<file path="src/rtl/sched_cfg_pkg.sv">
package sched_cfg_pkg;

    localparam int DIM_W      = 5;
    localparam int LEN_W      = 7;
    localparam int MODE_W     = 4;
    localparam int SHAPE_W    = 32;
    localparam int NUM_SHAPES = 4;
    localparam int STATE_W    = 64;
    localparam int FLD_W      = 6;

    // MSB-0 field positions inside a shape word
    localparam int F_XDIM = 0;
    localparam int F_YDIM = 6;
    localparam int F_ZDIM = 12;
    localparam int F_PERM = 18;
    localparam int F_INV  = 21;
    localparam int F_SKIP = 28;
    localparam int F_MODE = 30;

    localparam int W_DIM  = 6;
    localparam int W_CODE = 3;
    localparam int W_SEL  = 2;

    typedef logic [SHAPE_W-1:0]        shape_t;
    typedef shape_t [NUM_SHAPES-1:0]   shape_set_t;

    typedef enum logic [2:0] {
        SC_NONE,
        SC_MATMUL,
        SC_FFT,
        SC_INNER,
        SC_OUTER,
        SC_COS,
        SC_HSWAP
    } sched_class_e;

    function automatic sched_class_e classify(input logic [MODE_W-1:0] m);
        sched_class_e c;
        case (m)
            4'b0000:                            c = SC_MATMUL;
            4'b0001:                            c = SC_FFT;
            4'b0010, 4'b0100, 4'b1010, 4'b1100: c = SC_INNER;
            4'b0011, 4'b1011:                   c = SC_OUTER;
            4'b0101, 4'b1101:                   c = SC_COS;
            4'b0110, 4'b1110, 4'b1111:          c = SC_HSWAP;
            default:                            c = SC_NONE;
        endcase
        return c;
    endfunction

    // Write a field of w bits whose MSB-0 start index is pos
    function automatic shape_t put_field(input shape_t s, input int unsigned pos,
                                         input int unsigned w, input logic [FLD_W-1:0] v);
        shape_t r;
        r = s;
        for (int i = 0; i < FLD_W; i++) begin
            if (i < int'(w)) begin
                r[SHAPE_W - int'(pos) - int'(w) + i] = v[i];
            end
        end
        return r;
    endfunction

endpackage

</file>
<file path="src/rtl/sched_len_engine.sv">
module sched_len_engine #(
    parameter int DIM_W = 5,
    parameter int LEN_W = 7,
    parameter int CNT_W = $clog2(DIM_W + 1)
) (
    input  logic             clk,
    input  logic             rst,
    input  logic             start_i,
    input  logic [DIM_W-1:0] x_i,
    output logic             busy_o,
    output logic             fin_o,
    output logic [CNT_W-1:0] run_o,
    output logic [LEN_W-1:0] outer_o,
    output logic [LEN_W-1:0] cos_o
);

    localparam logic [CNT_W-1:0] MAX_STEPS = CNT_W'(DIM_W);

    logic [DIM_W-1:0] x_q;
    logic [CNT_W-1:0] step_q;
    logic [LEN_W-1:0] ic_q;
    logic [LEN_W-1:0] size_q;
    logic [LEN_W-1:0] outer_q;
    logic [LEN_W-1:0] cos_q;
    logic             busy_q;
    logic [DIM_W-1:0] x_shift;
    logic             cont;

    assign x_shift = x_q >> step_q;
    assign cont    = busy_q && (step_q < MAX_STEPS) && x_shift[0];
    assign fin_o   = busy_q && !cont;
    assign busy_o  = busy_q;
    assign run_o   = step_q;
    assign outer_o = outer_q;
    assign cos_o   = cos_q;

    always_ff @(posedge clk) begin
        if (rst) begin
            busy_q  <= 1'b0;
            x_q     <= '0;
            step_q  <= '0;
            ic_q    <= '0;
            size_q  <= '0;
            outer_q <= '0;
            cos_q   <= '0;
        end else if (!busy_q && start_i) begin
            busy_q  <= 1'b1;
            x_q     <= x_i;
            step_q  <= '0;
            ic_q    <= (LEN_W'(x_i) + LEN_W'(1)) >> 1;
            size_q  <= LEN_W'(1);
            outer_q <= '0;
            cos_q   <= '0;
        end else if (cont) begin
            step_q  <= step_q + CNT_W'(1);
            outer_q <= outer_q + (ic_q - LEN_W'(1)) * size_q;
            cos_q   <= cos_q + ic_q;
            ic_q    <= ic_q >> 1;
            size_q  <= size_q << 1;
        end else if (fin_o) begin
            busy_q  <= 1'b0;
        end
    end

    AST_STEP_BOUND: assert property (@(posedge clk) disable iff (rst)
        busy_q |-> (step_q <= MAX_STEPS));

    AST_STEP_ADVANCE: assert property (@(posedge clk) disable iff (rst)
        (busy_q && !fin_o) |=> (busy_q && step_q == $past(step_q) + CNT_W'(1)));

    AST_FIN_RELEASES: assert property (@(posedge clk) disable iff (rst)
        fin_o |=> !busy_q);

endmodule

</file>
<file path="src/rtl/sched_shape_table.sv">
module sched_shape_table
    import sched_cfg_pkg::*;
#(
    parameter int DIM_W  = sched_cfg_pkg::DIM_W,
    parameter int MODE_W = sched_cfg_pkg::MODE_W
) (
    input  logic [MODE_W-1:0] mode_i,
    input  logic [DIM_W-1:0]  x_i,
    input  logic [DIM_W-1:0]  y_i,
    input  logic [DIM_W-1:0]  z_i,
    output shape_set_t        shapes_o
);

    sched_class_e cls;
    shape_t       base;
    logic         inv_sel;
    logic         otf_sel;

    assign cls     = classify(mode_i);
    assign inv_sel = mode_i[MODE_W-1];
    assign otf_sel = mode_i[MODE_W-2];

    always_comb begin
        shapes_o = '0;
        base     = put_field('0, F_XDIM, W_DIM, FLD_W'(x_i));
        case (cls)
            SC_MATMUL: begin
                base = put_field(base, F_YDIM, W_DIM, FLD_W'(y_i));
                base = put_field(base, F_ZDIM, W_DIM, FLD_W'(z_i));
                base = put_field(base, F_SKIP, W_SEL, 6'd3);
                shapes_o[0] = base;
                shapes_o[3] = base;
                shapes_o[1] = put_field(put_field(base, F_PERM, W_CODE, 6'd1), F_SKIP, W_SEL, 6'd1);
                shapes_o[2] = put_field(put_field(base, F_PERM, W_CODE, 6'd1), F_SKIP, W_SEL, 6'd3);
            end
            SC_FFT: begin
                base = put_field(base, F_MODE, W_SEL, 6'd1);
                shapes_o[0] = base;
                shapes_o[1] = put_field(base, F_SKIP, W_SEL, 6'd1);
                shapes_o[2] = put_field(base, F_SKIP, W_SEL, 6'd2);
            end
            SC_INNER: begin
                if (inv_sel) begin
                    base = put_field(base, F_MODE, W_SEL, 6'd3);
                    base = put_field(base, F_PERM, W_CODE, 6'd3);
                end else begin
                    base = put_field(base, F_MODE, W_SEL, 6'd1);
                    base = put_field(base, F_PERM, W_CODE, 6'd1);
                    base = put_field(base, F_INV, W_CODE, 6'd1);
                end
                base = put_field(base, F_YDIM, W_DIM, otf_sel ? 6'd3 : 6'd1);
                shapes_o[0] = put_field(base, F_SKIP, W_SEL, 6'd1);
                shapes_o[1] = base;
                shapes_o[2] = put_field(base, F_SKIP, W_SEL, 6'd2);
                if (!otf_sel) begin
                    shapes_o[3] = put_field(base, F_SKIP, W_SEL, 6'd3);
                end
            end
            SC_OUTER: begin
                if (inv_sel) begin
                    base = put_field(base, F_MODE, W_SEL, 6'd3);
                    base = put_field(base, F_PERM, W_CODE, 6'd3);
                    base = put_field(base, F_INV, W_CODE, 6'd5);
                end else begin
                    base = put_field(base, F_MODE, W_SEL, 6'd1);
                    base = put_field(base, F_PERM, W_CODE, 6'd4);
                end
                base = put_field(base, F_YDIM, W_DIM, 6'd2);
                shapes_o[0] = base;
                shapes_o[1] = put_field(base, F_SKIP, W_SEL, 6'd1);
                shapes_o[2] = base;
            end
            SC_COS: begin
                base = put_field(base, F_MODE, W_SEL, 6'd1);
                base = put_field(base, F_YDIM, W_DIM, 6'd4);
                if (!inv_sel) begin
                    base = put_field(base, F_INV, W_CODE, 6'd1);
                end
                shapes_o[0] = base;
                shapes_o[1] = put_field(base, F_SKIP, W_SEL, 6'd2);
                shapes_o[2] = put_field(base, F_SKIP, W_SEL, 6'd3);
            end
            SC_HSWAP: begin
                if (mode_i == 4'b1110) begin
                    base = put_field(base, F_PERM, W_CODE, 6'd1);
                end
                base = put_field(base, F_MODE, W_SEL, (mode_i == 4'b1111) ? 6'd1 : 6'd3);
                base = put_field(base, F_YDIM, W_DIM, 6'd5);
                shapes_o[0] = base;
            end
            default: begin
                shapes_o = '0;
            end
        endcase
    end

endmodule

</file>
<file path="src/rtl/sched_state_merge.sv">
module sched_state_merge #(
    parameter int LEN_W   = 7,
    parameter int STATE_W = 64
) (
    input  logic [STATE_W-1:0] prev_i,
    input  logic [LEN_W-1:0]   len_i,
    input  logic               vf_i,
    output logic [STATE_W-1:0] next_o
);

    localparam int LOW_CLR_N   = 32;
    localparam int REMAP_FIRST = 32;
    localparam int REMAP_LAST  = 46;
    localparam int PERSIST_BIT = STATE_W - 1 - 62;
    localparam int VF_BIT      = STATE_W - 1 - 63;
    localparam int MAXLEN_HI   = STATE_W - 1;
    localparam int LEN_HI      = STATE_W - 1 - LEN_W;

    always_comb begin
        next_o = prev_i;
        for (int b = 0; b < LOW_CLR_N; b++) begin
            next_o[STATE_W-1-b] = 1'b0;
        end
        if (!prev_i[PERSIST_BIT]) begin
            for (int b = REMAP_FIRST; b <= REMAP_LAST; b++) begin
                next_o[STATE_W-1-b] = 1'b0;
            end
            next_o[PERSIST_BIT] = 1'b0;
        end
        next_o[MAXLEN_HI -: LEN_W] = len_i;
        next_o[LEN_HI -: LEN_W]    = len_i;
        next_o[VF_BIT]             = vf_i;
    end

endmodule

</file>
<file path="src/rtl/sched_shape_cfg.sv">
module sched_shape_cfg
    import sched_cfg_pkg::*;
#(
    parameter int DIM_W   = sched_cfg_pkg::DIM_W,
    parameter int LEN_W   = sched_cfg_pkg::LEN_W,
    parameter int MODE_W  = sched_cfg_pkg::MODE_W,
    parameter int STATE_W = sched_cfg_pkg::STATE_W
) (
    input  logic                clk,
    input  logic                rst,
    input  logic                start_i,
    input  logic [MODE_W-1:0]   mode_i,
    input  logic [DIM_W-1:0]    xdim_i,
    input  logic [DIM_W-1:0]    ydim_i,
    input  logic [DIM_W-1:0]    zdim_i,
    input  logic                vf_i,
    input  logic [STATE_W-1:0]  state_i,
    output logic                busy_o,
    output logic                done_o,
    output logic [STATE_W-1:0]  state_o,
    output shape_set_t          shapes_o
);

    localparam int CNT_W = $clog2(DIM_W + 1);

    logic [MODE_W-1:0]  mode_q;
    logic [DIM_W-1:0]   x_q;
    logic [DIM_W-1:0]   y_q;
    logic [DIM_W-1:0]   z_q;
    logic               vf_q;
    logic [STATE_W-1:0] st_q;

    logic               busy;
    logic               fin;
    logic [CNT_W-1:0]   run_cnt;
    logic [LEN_W-1:0]   outer_len;
    logic [LEN_W-1:0]   cos_len;
    logic [LEN_W-1:0]   xp1;
    logic [LEN_W-1:0]   len_d;
    sched_class_e       cls;
    shape_set_t         tmpl;
    logic [STATE_W-1:0] st_next;

    always_ff @(posedge clk) begin
        if (rst) begin
            mode_q <= '0;
            x_q    <= '0;
            y_q    <= '0;
            z_q    <= '0;
            vf_q   <= 1'b0;
            st_q   <= '0;
        end else if (start_i && !busy) begin
            mode_q <= mode_i;
            x_q    <= xdim_i;
            y_q    <= ydim_i;
            z_q    <= zdim_i;
            vf_q   <= vf_i;
            st_q   <= state_i;
        end
    end

    sched_len_engine #(
        .DIM_W (DIM_W),
        .LEN_W (LEN_W),
        .CNT_W (CNT_W)
    ) u_engine (
        .clk     (clk),
        .rst     (rst),
        .start_i (start_i),
        .x_i     (xdim_i),
        .busy_o  (busy),
        .fin_o   (fin),
        .run_o   (run_cnt),
        .outer_o (outer_len),
        .cos_o   (cos_len)
    );

    assign cls = classify(mode_q);
    assign xp1 = LEN_W'(x_q) + LEN_W'(1);

    always_comb begin
        case (cls)
            SC_MATMUL:        len_d = LEN_W'(x_q) * LEN_W'(y_q) * LEN_W'(z_q);
            SC_FFT, SC_INNER: len_d = xp1 * LEN_W'(run_cnt);
            SC_OUTER:         len_d = outer_len;
            SC_COS:           len_d = cos_len;
            SC_HSWAP:         len_d = xp1;
            default:          len_d = '0;
        endcase
    end

    sched_shape_table #(
        .DIM_W  (DIM_W),
        .MODE_W (MODE_W)
    ) u_table (
        .mode_i   (mode_q),
        .x_i      (x_q),
        .y_i      (y_q),
        .z_i      (z_q),
        .shapes_o (tmpl)
    );

    sched_state_merge #(
        .LEN_W   (LEN_W),
        .STATE_W (STATE_W)
    ) u_merge (
        .prev_i (st_q),
        .len_i  (len_d),
        .vf_i   (vf_q),
        .next_o (st_next)
    );

    always_ff @(posedge clk) begin
        if (rst) begin
            done_o   <= 1'b0;
            state_o  <= '0;
            shapes_o <= '0;
        end else begin
            done_o <= fin;
            if (fin) begin
                state_o  <= st_next;
                shapes_o <= tmpl;
            end
        end
    end

    assign busy_o = busy;

    AST_DONE_PULSE: assert property (@(posedge clk) disable iff (rst)
        done_o |=> !done_o);

    AST_DONE_IDLE: assert property (@(posedge clk) disable iff (rst)
        done_o |-> !busy_o);

    AST_OUT_HOLD: assert property (@(posedge clk) disable iff (rst)
        !done_o |-> ($stable(state_o) && $stable(shapes_o)));

    AST_LEN_PAIR: assert property (@(posedge clk) disable iff (rst)
        done_o |-> (state_o[STATE_W-1 -: LEN_W] == state_o[STATE_W-1-LEN_W -: LEN_W]));

    AST_LOW_CLEAR: assert property (@(posedge clk) disable iff (rst)
        done_o |-> (state_o[STATE_W-1-2*LEN_W : STATE_W-32] == '0));

    AST_VF_COPY: assert property (@(posedge clk) disable iff (rst)
        done_o |-> (state_o[0] == vf_q));

endmodule

</file>
<file path="config.mk">
export PLATFORM = sky130hd
export DESIGN_NAME = sched_shape_cfg
export DESIGN_NICKNAME = d
export VERILOG_FILES = /design/src/rtl/sched_cfg_pkg.sv /design/src/rtl/sched_len_engine.sv /design/src/rtl/sched_shape_table.sv /design/src/rtl/sched_state_merge.sv /design/src/rtl/sched_shape_cfg.sv
export SDC_FILE = /design/constraint.sdc
export NUM_CORES = 1
export LEC_CHECK = 0
export BUFFER_PORTS_ARGS = -buffer_cell sky130_fd_sc_hd__buf_2
export CORE_ASPECT_RATIO = 2
export CORE_MARGIN = 2
export CORE_UTILIZATION = 50
export DETAILED_ROUTE_END_ITERATION = 6
export MAX_ROUTING_LAYER = met4
export PLACE_DENSITY = 0.77
export SETUP_SLACK_MARGIN = 0.5
export SYNTH_ARGS = -nofsm -noshare
export SYNTH_HDL_FRONTEND = slang
export SYNTH_SLANG_ARGS = --single-unit
</file>
<file path="constraint.sdc">
create_clock -name clk -period 12.8 [get_ports clk]
set_clock_uncertainty 0.1 [all_clocks]
set_input_delay 1.92 -clock clk [delete_from_list [all_inputs] [get_ports clk]]
set_output_delay 1.92 -clock clk [all_outputs]
set_load 0.01 [all_outputs]
</file>
==> run_results.csv, run 1 <==
group,metric,value,unit
status,failed_checks,"DRC",
critical_path,cp_max_fo,20,
pwr,powerDensity,115,nW/um^2
global_routing,antenna_found_initial,0,
floorplan,fp.dieW,105,um
cts,numClockSinks,178,
route,avgRoutedWirePerCell,16.1,um
timing,tightest_slew,1.14,ns
pwr,ir_drop,0.0744,mV
status,status,"finished, violations left",
timing,tns,0,ns
logic_synthesis,ys_types,50,
final_layout,stdcell_area,11300,sq um
timing,min_period_over_period,48.4,%
logic_synthesis,synthesis.area,10300,sq um
final_layout,num_antenna_cells,0,
floorplan,ios,281,
final_layout,fill_cells,1844,
worst_hold_path,hp-class,"reg2reg",
cts,clock_path_buffers,2,
route,vias,8768,
route,postRouteAntennaNets,0,
route,first_pass_iters,7,
global_routing,grt_first_pass_wirelength,41600,um
cts,clkTransAtPathRegs,0.07,ns
floorplan,chipHeight,207,um
timing,finalCriticalPeriod,6.20,ns
placed_design,placed_cell_area,10700,sq um
cts,cts_resized,0,
run,maxCapViolCount,0,
floorplan,start_util,50.7,%
cts,htreeDepth,4,
global_routing,grt_max_degree,93,
timing,max_freq,0.161,GHz
pwr,p_leak,0.00511,uW
floorplan,core,20300,sq um
logic_synthesis,synth-edff-count,0,
final_layout,drive_above_1_share,17.7,%
timing,slew_headroom,24.3,%
timing,final_hold_viol_count,0,
placed_design,io_buffers,195,
cts,cts_buffers,17,
critical_path,critPathArrivalTime,6.41,ns
cts,cts_setup_buffers,0,
global_routing,grt_overflow_total,0,
route,drtIter0Drc,430,
final_layout,area_growth_syn_to_layout,10.4,%
cts,cts_tree,"built",
logic_synthesis,async_reset_ff_share,0,%
floorplan,rows,74,
logic_synthesis,yosysWarnings,0,
cts,ctsHoldBuffers,0,
route,routed_wl,26500,um
final_layout,final_cell_mix,"285 x nand2_1, 194 x buf_2, 178 x dfxtp_1, 171 x a21oi_1, 60 x inv_1",
logic_synthesis,synthCells,1279,
timing,final_max_slew_viol_count,0,
logic_synthesis,synth_area_per_cell,8.03,sq um
route,drc,13,
global_routing,grt_pass1_vias,8492,
logic_synthesis,synth_flop_cell,"dfxtp_1",
logic_synthesis,synth-seq-cells,178,
placed_design,gp_congestion,0.915,
critical_path,crit_type,"reg2reg",
final_layout,nets,1542,
route,routed_via_density,5.32,
critical_path,critPathCaptureType,"register",
placed_design,dp_hpwl,18600,um
floorplan,fp.dieArea,21800,sq um
cts,cts-root-buf,"clkbuf_16",
timing,rsz0062_at_grt,"no",
cts,clkLatencyLatePin,0.44,ns
final_layout,final_common_cell,"nand2_1",
timing,setup_viol,0,
critical_path,critPathLaunchType,"register",
critical_path,required,13.01,ns
global_routing,grt_use_total,24.7,%
logic_synthesis,yosysSeqAreaShare,34.7,%
[path summary, 6_finish.rpt]
path / from / cells past startpoint / end / slack, ns
hold / removal: shapes_o[117] / 2 / shapes_o[117] / 0.35
hold reg to reg: shapes_o[117] / 2 / shapes_o[117] / 0.35
setup / recovery: u_engine.x_q[0] / 18 / state_o[56] / 6.60
setup reg to reg: u_engine.x_q[0] / 18 / state_o[56] / 6.60
[per-stage QoR]
stage                     hold slack, ns  setup slack (ns)  power [uW]  util [%]  cells
after global placement             0.336              6.80         774      52.9   1616
after detailed placement           0.342              6.70         779      52.9   1616
after CTS                          0.352              6.62        1310      55.9   1648
after global routing               0.363              6.30        1360      55.9   1648
final                              0.350              6.60        1310      55.9   1648
after floorplan                    0.332              7.18         738         -   1330
[cells in the mapped netlist (all sizes together), types with 30 or more instances]
library cell	n	area share, %
dfxtp	178	35
inv	60	2.2
clkbuf	56	2.0
a21oi	171	8.3
buf	125	8.8
fa	33	6.4
ha	53	6.5
nand2	286	10
nor2	40	1.5
nand3	53	2.6
xnor2	30	2.6
nor2b	36	2.3
[final cells by class]
type / instances / area (sq um) / share of cell area, %
clock buffer: 18 / 439 / 3.87
clock inverter: 14 / 171 / 1.51
inverter: 60 / 225 / 1.99
multi-input combinational: 911 / 5580 / 49.2
sequential: 178 / 3560 / 31.4
tap: 266 / 333 / 2.94
timing repair buffer: 201 / 1020 / 9.03
[metal layers]
metal,up-vias,track usage [%],part of all wire (%)
met4,0,14.1,5.2
li1,4202,-,-
met3,86,3.89,5.7
met1,4104,25.9,37
met5,-,-,0
met2,376,43.8,52
[state kept, by name (all words and copies together) (netlist names)]
| register | flops |
|---|---|
| u_engine.size_q | 7 |
| done_o | 1 |
| shapes_o | 54 |
| cls | 3 |
| u_engine.outer_o | 7 |
| st_q | 31 |
| state_o | 39 |
| z_q | 5 |
| mode_q | 4 |
| u_engine.ic_q | 5 |
| vf_q | 1 |
| u_engine.run_o | 3 |
| y_q | 5 |
| u_engine.x_q | 5 |
| u_engine.busy_o | 1 |
| u_engine.cos_o | 7 |
[critical path, stage by stage (launching register included)]
cell	delay (ns)
dfxtp_1	0.83
and2_1	0.23
ha_1	0.24
ha_1	0.29
inv_1	0.05
fa_1	0.54
fa_1	0.57
nand2b_1	0.19
fa_1	0.48
fa_1	0.52
fa_1	0.55
inv_1	0.05
ha_1	0.31
o21ai_0	0.08
nand2b_1	0.10
xnor2_1	0.27
xnor3_1	0.39
a32oi_1	0.19
o211ai_1	0.10
[kinds of logic after synthesis]
| family | synth area share [%] |
|---|---|
| mux | 1.16 |
| buf+inv | 13.0 |
| xor+xnor | 4.63 |
| other cells | 0.0365 |
| simple gates | 20.9 |
| flops | 34.7 |
| compound gates | 12.7 |
| fa+ha+maj | 12.9 |
[power breakdown]
group	switching [uW]	internal (uW)	total, uW
logic	106	55.7	162
clock network	240	300	541
registers	30.5	575	605
total	377	931	1310
Power figures use the tool's default switching activity.
==> run 2: changes to the inputs <==
- CORE_UTILIZATION: 50 -> 48
- clock period: 12.8 -> 5.1 ns (I/O delays scaled with it)
==> run 2 against run 1 <==
Effect of this change:
- the run now ends clean
- clock power is 150% higher
- wire length is 5.6% higher
- via count is 2.2% higher
- die area is 4.0% higher
- critical endpoint unchanged
==> run_results.csv, run 2 (synthesis results as in run 1) <==
group,metric,value,unit
status,status,"completed",
route,topRoutingLayerUsed,"met4",
critical_path,slowest_stage,"fa_2",
critical_path,cpMostUsedCell,"fa_1",
cts,clkTransAtPathRegs,0.07,ns
global_routing,grt_overflow_total,0,
timing,rsz0062_at_grt,"yes",
cts,cts_tree,"built",
critical_path,regToRegStartpoint,"u_engine.x_q[1]",
global_routing,grt_use_total,24.9,%
timing,setup_viol,0,
floorplan,rows,75,
critical_path,critical-path-top-delay-family,"adder cells",
timing,finalCriticalPeriod,5.08,ns
final_layout,area_growth_syn_to_layout,14.3,%
worst_hold_path,holdCritStartpoint,"shapes_o[2]",
placed_design,placed_cell_area,11000,sq um
critical_path,critPathArrivalTime,5.29,ns
global_routing,grt_max_degree,92,
route,postRouteAntennaNets,0,
critical_path,cp_max_fo,4,
final_layout,drive_above_1_share,22.1,%
global_routing,grt_pass1_vias,8495,
floorplan,fp.dieArea,22700,sq um
critical_path,slowest_delay,0.54,ns
cts,ctsHoldBuffers,0,
final_layout,final_cell_mix,"281 x nand2_1, 194 x buf_2, 170 x a21oi_1, 170 x dfxtp_1",
floorplan,chipHeight,211,um
critical_path,worstSetupPathDepth,18,
final_layout,biggestRegsByFlops,"shapes_o: 54 flops, state_o: 39 flops, st_q: 31 flops",
route,wl_met3,1490,um
route,wl_met2,14900,um
final_layout,final_common_cell,"nand2_1",
cts,clkLatencyLatePin,0.43,ns
timing,max_freq,0.197,GHz
final_layout,fill_cells,1887,
timing,tns,0,ns
critical_path,critPathLaunchType,"register",
route,routed_via_density,5.34,
global_routing,grt_first_pass_wirelength,43000,um
timing,final_hold_viol_count,0,
route,drtIter0Drc,455,
timing,min_period_over_period,99.5,%
critical_path,r2r_cells,18,
route,first_pass_iters,5,
critical_path,crit_type,"reg2reg",
global_routing,antenna_found_initial,1,
cts,clock_path_buffers,2,
cts,htreeDepth,4,
pwr,ir_drop,0.192,mV
floorplan,fp.dieW,107,um
final_layout,largest_register_ffs,54,
run,maxCapViolCount,0,
route,wl_met1,10000,um
final_layout,utilization,55.9,%
placed_design,io_buffers,195,
worst_hold_path,min_delay_path_depth,2,
cts,cts-root-buf,"clkbuf_16",
timing,tightest_slew,1.06,ns
route,drc,0,
placed_design,dp_hpwl,19700,um
floorplan,core,21000,sq um
worst_hold_path,hp-class,"reg2reg",
worst_hold_path,hold_path_end,"shapes_o[2]",
critical_path,r2r_end,"state_o[56]",
route,vias,8960,
critical_path,r2r_slack,0.02,ns
timing,slew_headroom,29.1,%
critical_path,required,5.31,ns
pwr,p_leak,0.00523,uW
floorplan,ios,281,
floorplan,start_util,48.9,%
final_layout,max_flop_register,"shapes_o",
critical_path,crit_path_start,"u_engine.x_q[1]",
route,routed_wl,28000,um
route,avgRoutedWirePerCell,16.7,um
critical_path,crit_buf_inv,2,
cts,cts_buffers,17,
critical_path,critPathCaptureType,"register",
timing,final_max_slew_viol_count,0,
placed_design,gp_congestion,0.946,
final_layout,nets,1568,
final_layout,stdcell_area,11700,sq um
cts,numClockSinks,178,
pwr,powerDensity,282,nW/um^2
critical_path,crit_chain,"and2_4 -> ha_4 -> ha_4 -> inv_2 -> fa_2 -> fa_1 -> nand2b_4 -> fa_1 -> fa_1 -> fa_1 -> inv_2 -> ha_4 -> o21ai_2 -> nand2b_1 -> xnor2_1 -> xnor3_1 -> a32oi_1 -> o211ai_1",
-- run 2: cell count changes in the layout (fill, tap and decap cells not counted), sizes merged --
cell,change
buf,+26
clkbuf,+2
clkinv,-2
clkinvlp,+1
diode,+1
inv,-1
-- run 2: metal layers --
metal,vias to the layer above,global-route usage [%]
met2,378,44.5
met5,-,-
met1,4245,25.8
met3,90,3.61
met4,0,13.9
li1,4247,-
-- run 2: cell type report --
| class | instances | area (sq um) | area share, % |
|---|---|---|---|
| sequential | 178 | 3580 | 30.5 |
| inverter | 60 | 228 | 1.94 |
| clock buffer | 20 | 447 | 3.80 |
| antenna | 1 | 2.50 | 0.0213 |
| multi-input combinational | 911 | 5790 | 49.3 |
| tap | 269 | 337 | 2.87 |
| timing repair buffer | 227 | 1220 | 10.4 |
| clock inverter | 12 | 144 | 1.23 |
-- run 2: what timing repair did --
| action | 4_1_cts | 5_1_grt |
|---|---|---|
| endpoints found under the setup margin | 4 | 5 |
| buffers inserted | 3 | 3 |
| pin swaps | 19 | 19 |
| resized for setup | 19 | 21 |
-- run 2: per-stage QoR --
| step | cells | worst slack (ns) | power, uW | hold WS (ns) |
|---|---|---|---|---|
| after floorplan | 1330 | 0.0336 | 1860 | 0.332 |
| after global placement | 1639 | 0.0185 | 1960 | 0.337 |
| after detailed placement | 1639 | -0.0609 | 1970 | 0.342 |
| after CTS | 1674 | 0.0106 | 3310 | 0.352 |
| after global routing | 1678 | -0.0493 | 3430 | 0.369 |
| final | 1678 | 0.0237 | 3310 | 0.350 |
-- run 2: power breakdown --
group	internal [uW]	switching, uW
logic	170	309
registers	1440	54.2
clock network	746	591
-- run 2: how the worst max path moves through the flow --
stage                              to  slack [ns]
final                     state_o[56]        0.02
after global routing      state_o[56]       -0.05
after CTS                 state_o[56]        0.01
after detailed placement  state_o[56]       -0.06
after global placement    state_o[56]        0.02
after floorplan           state_o[56]        0.03
-- run 2: worst min-delay path, stage by stage, from the launching register on --
cell and delay [ns]:
dfxtp_1 0.31, nand2_1 0.05, a21oi_1 0.05
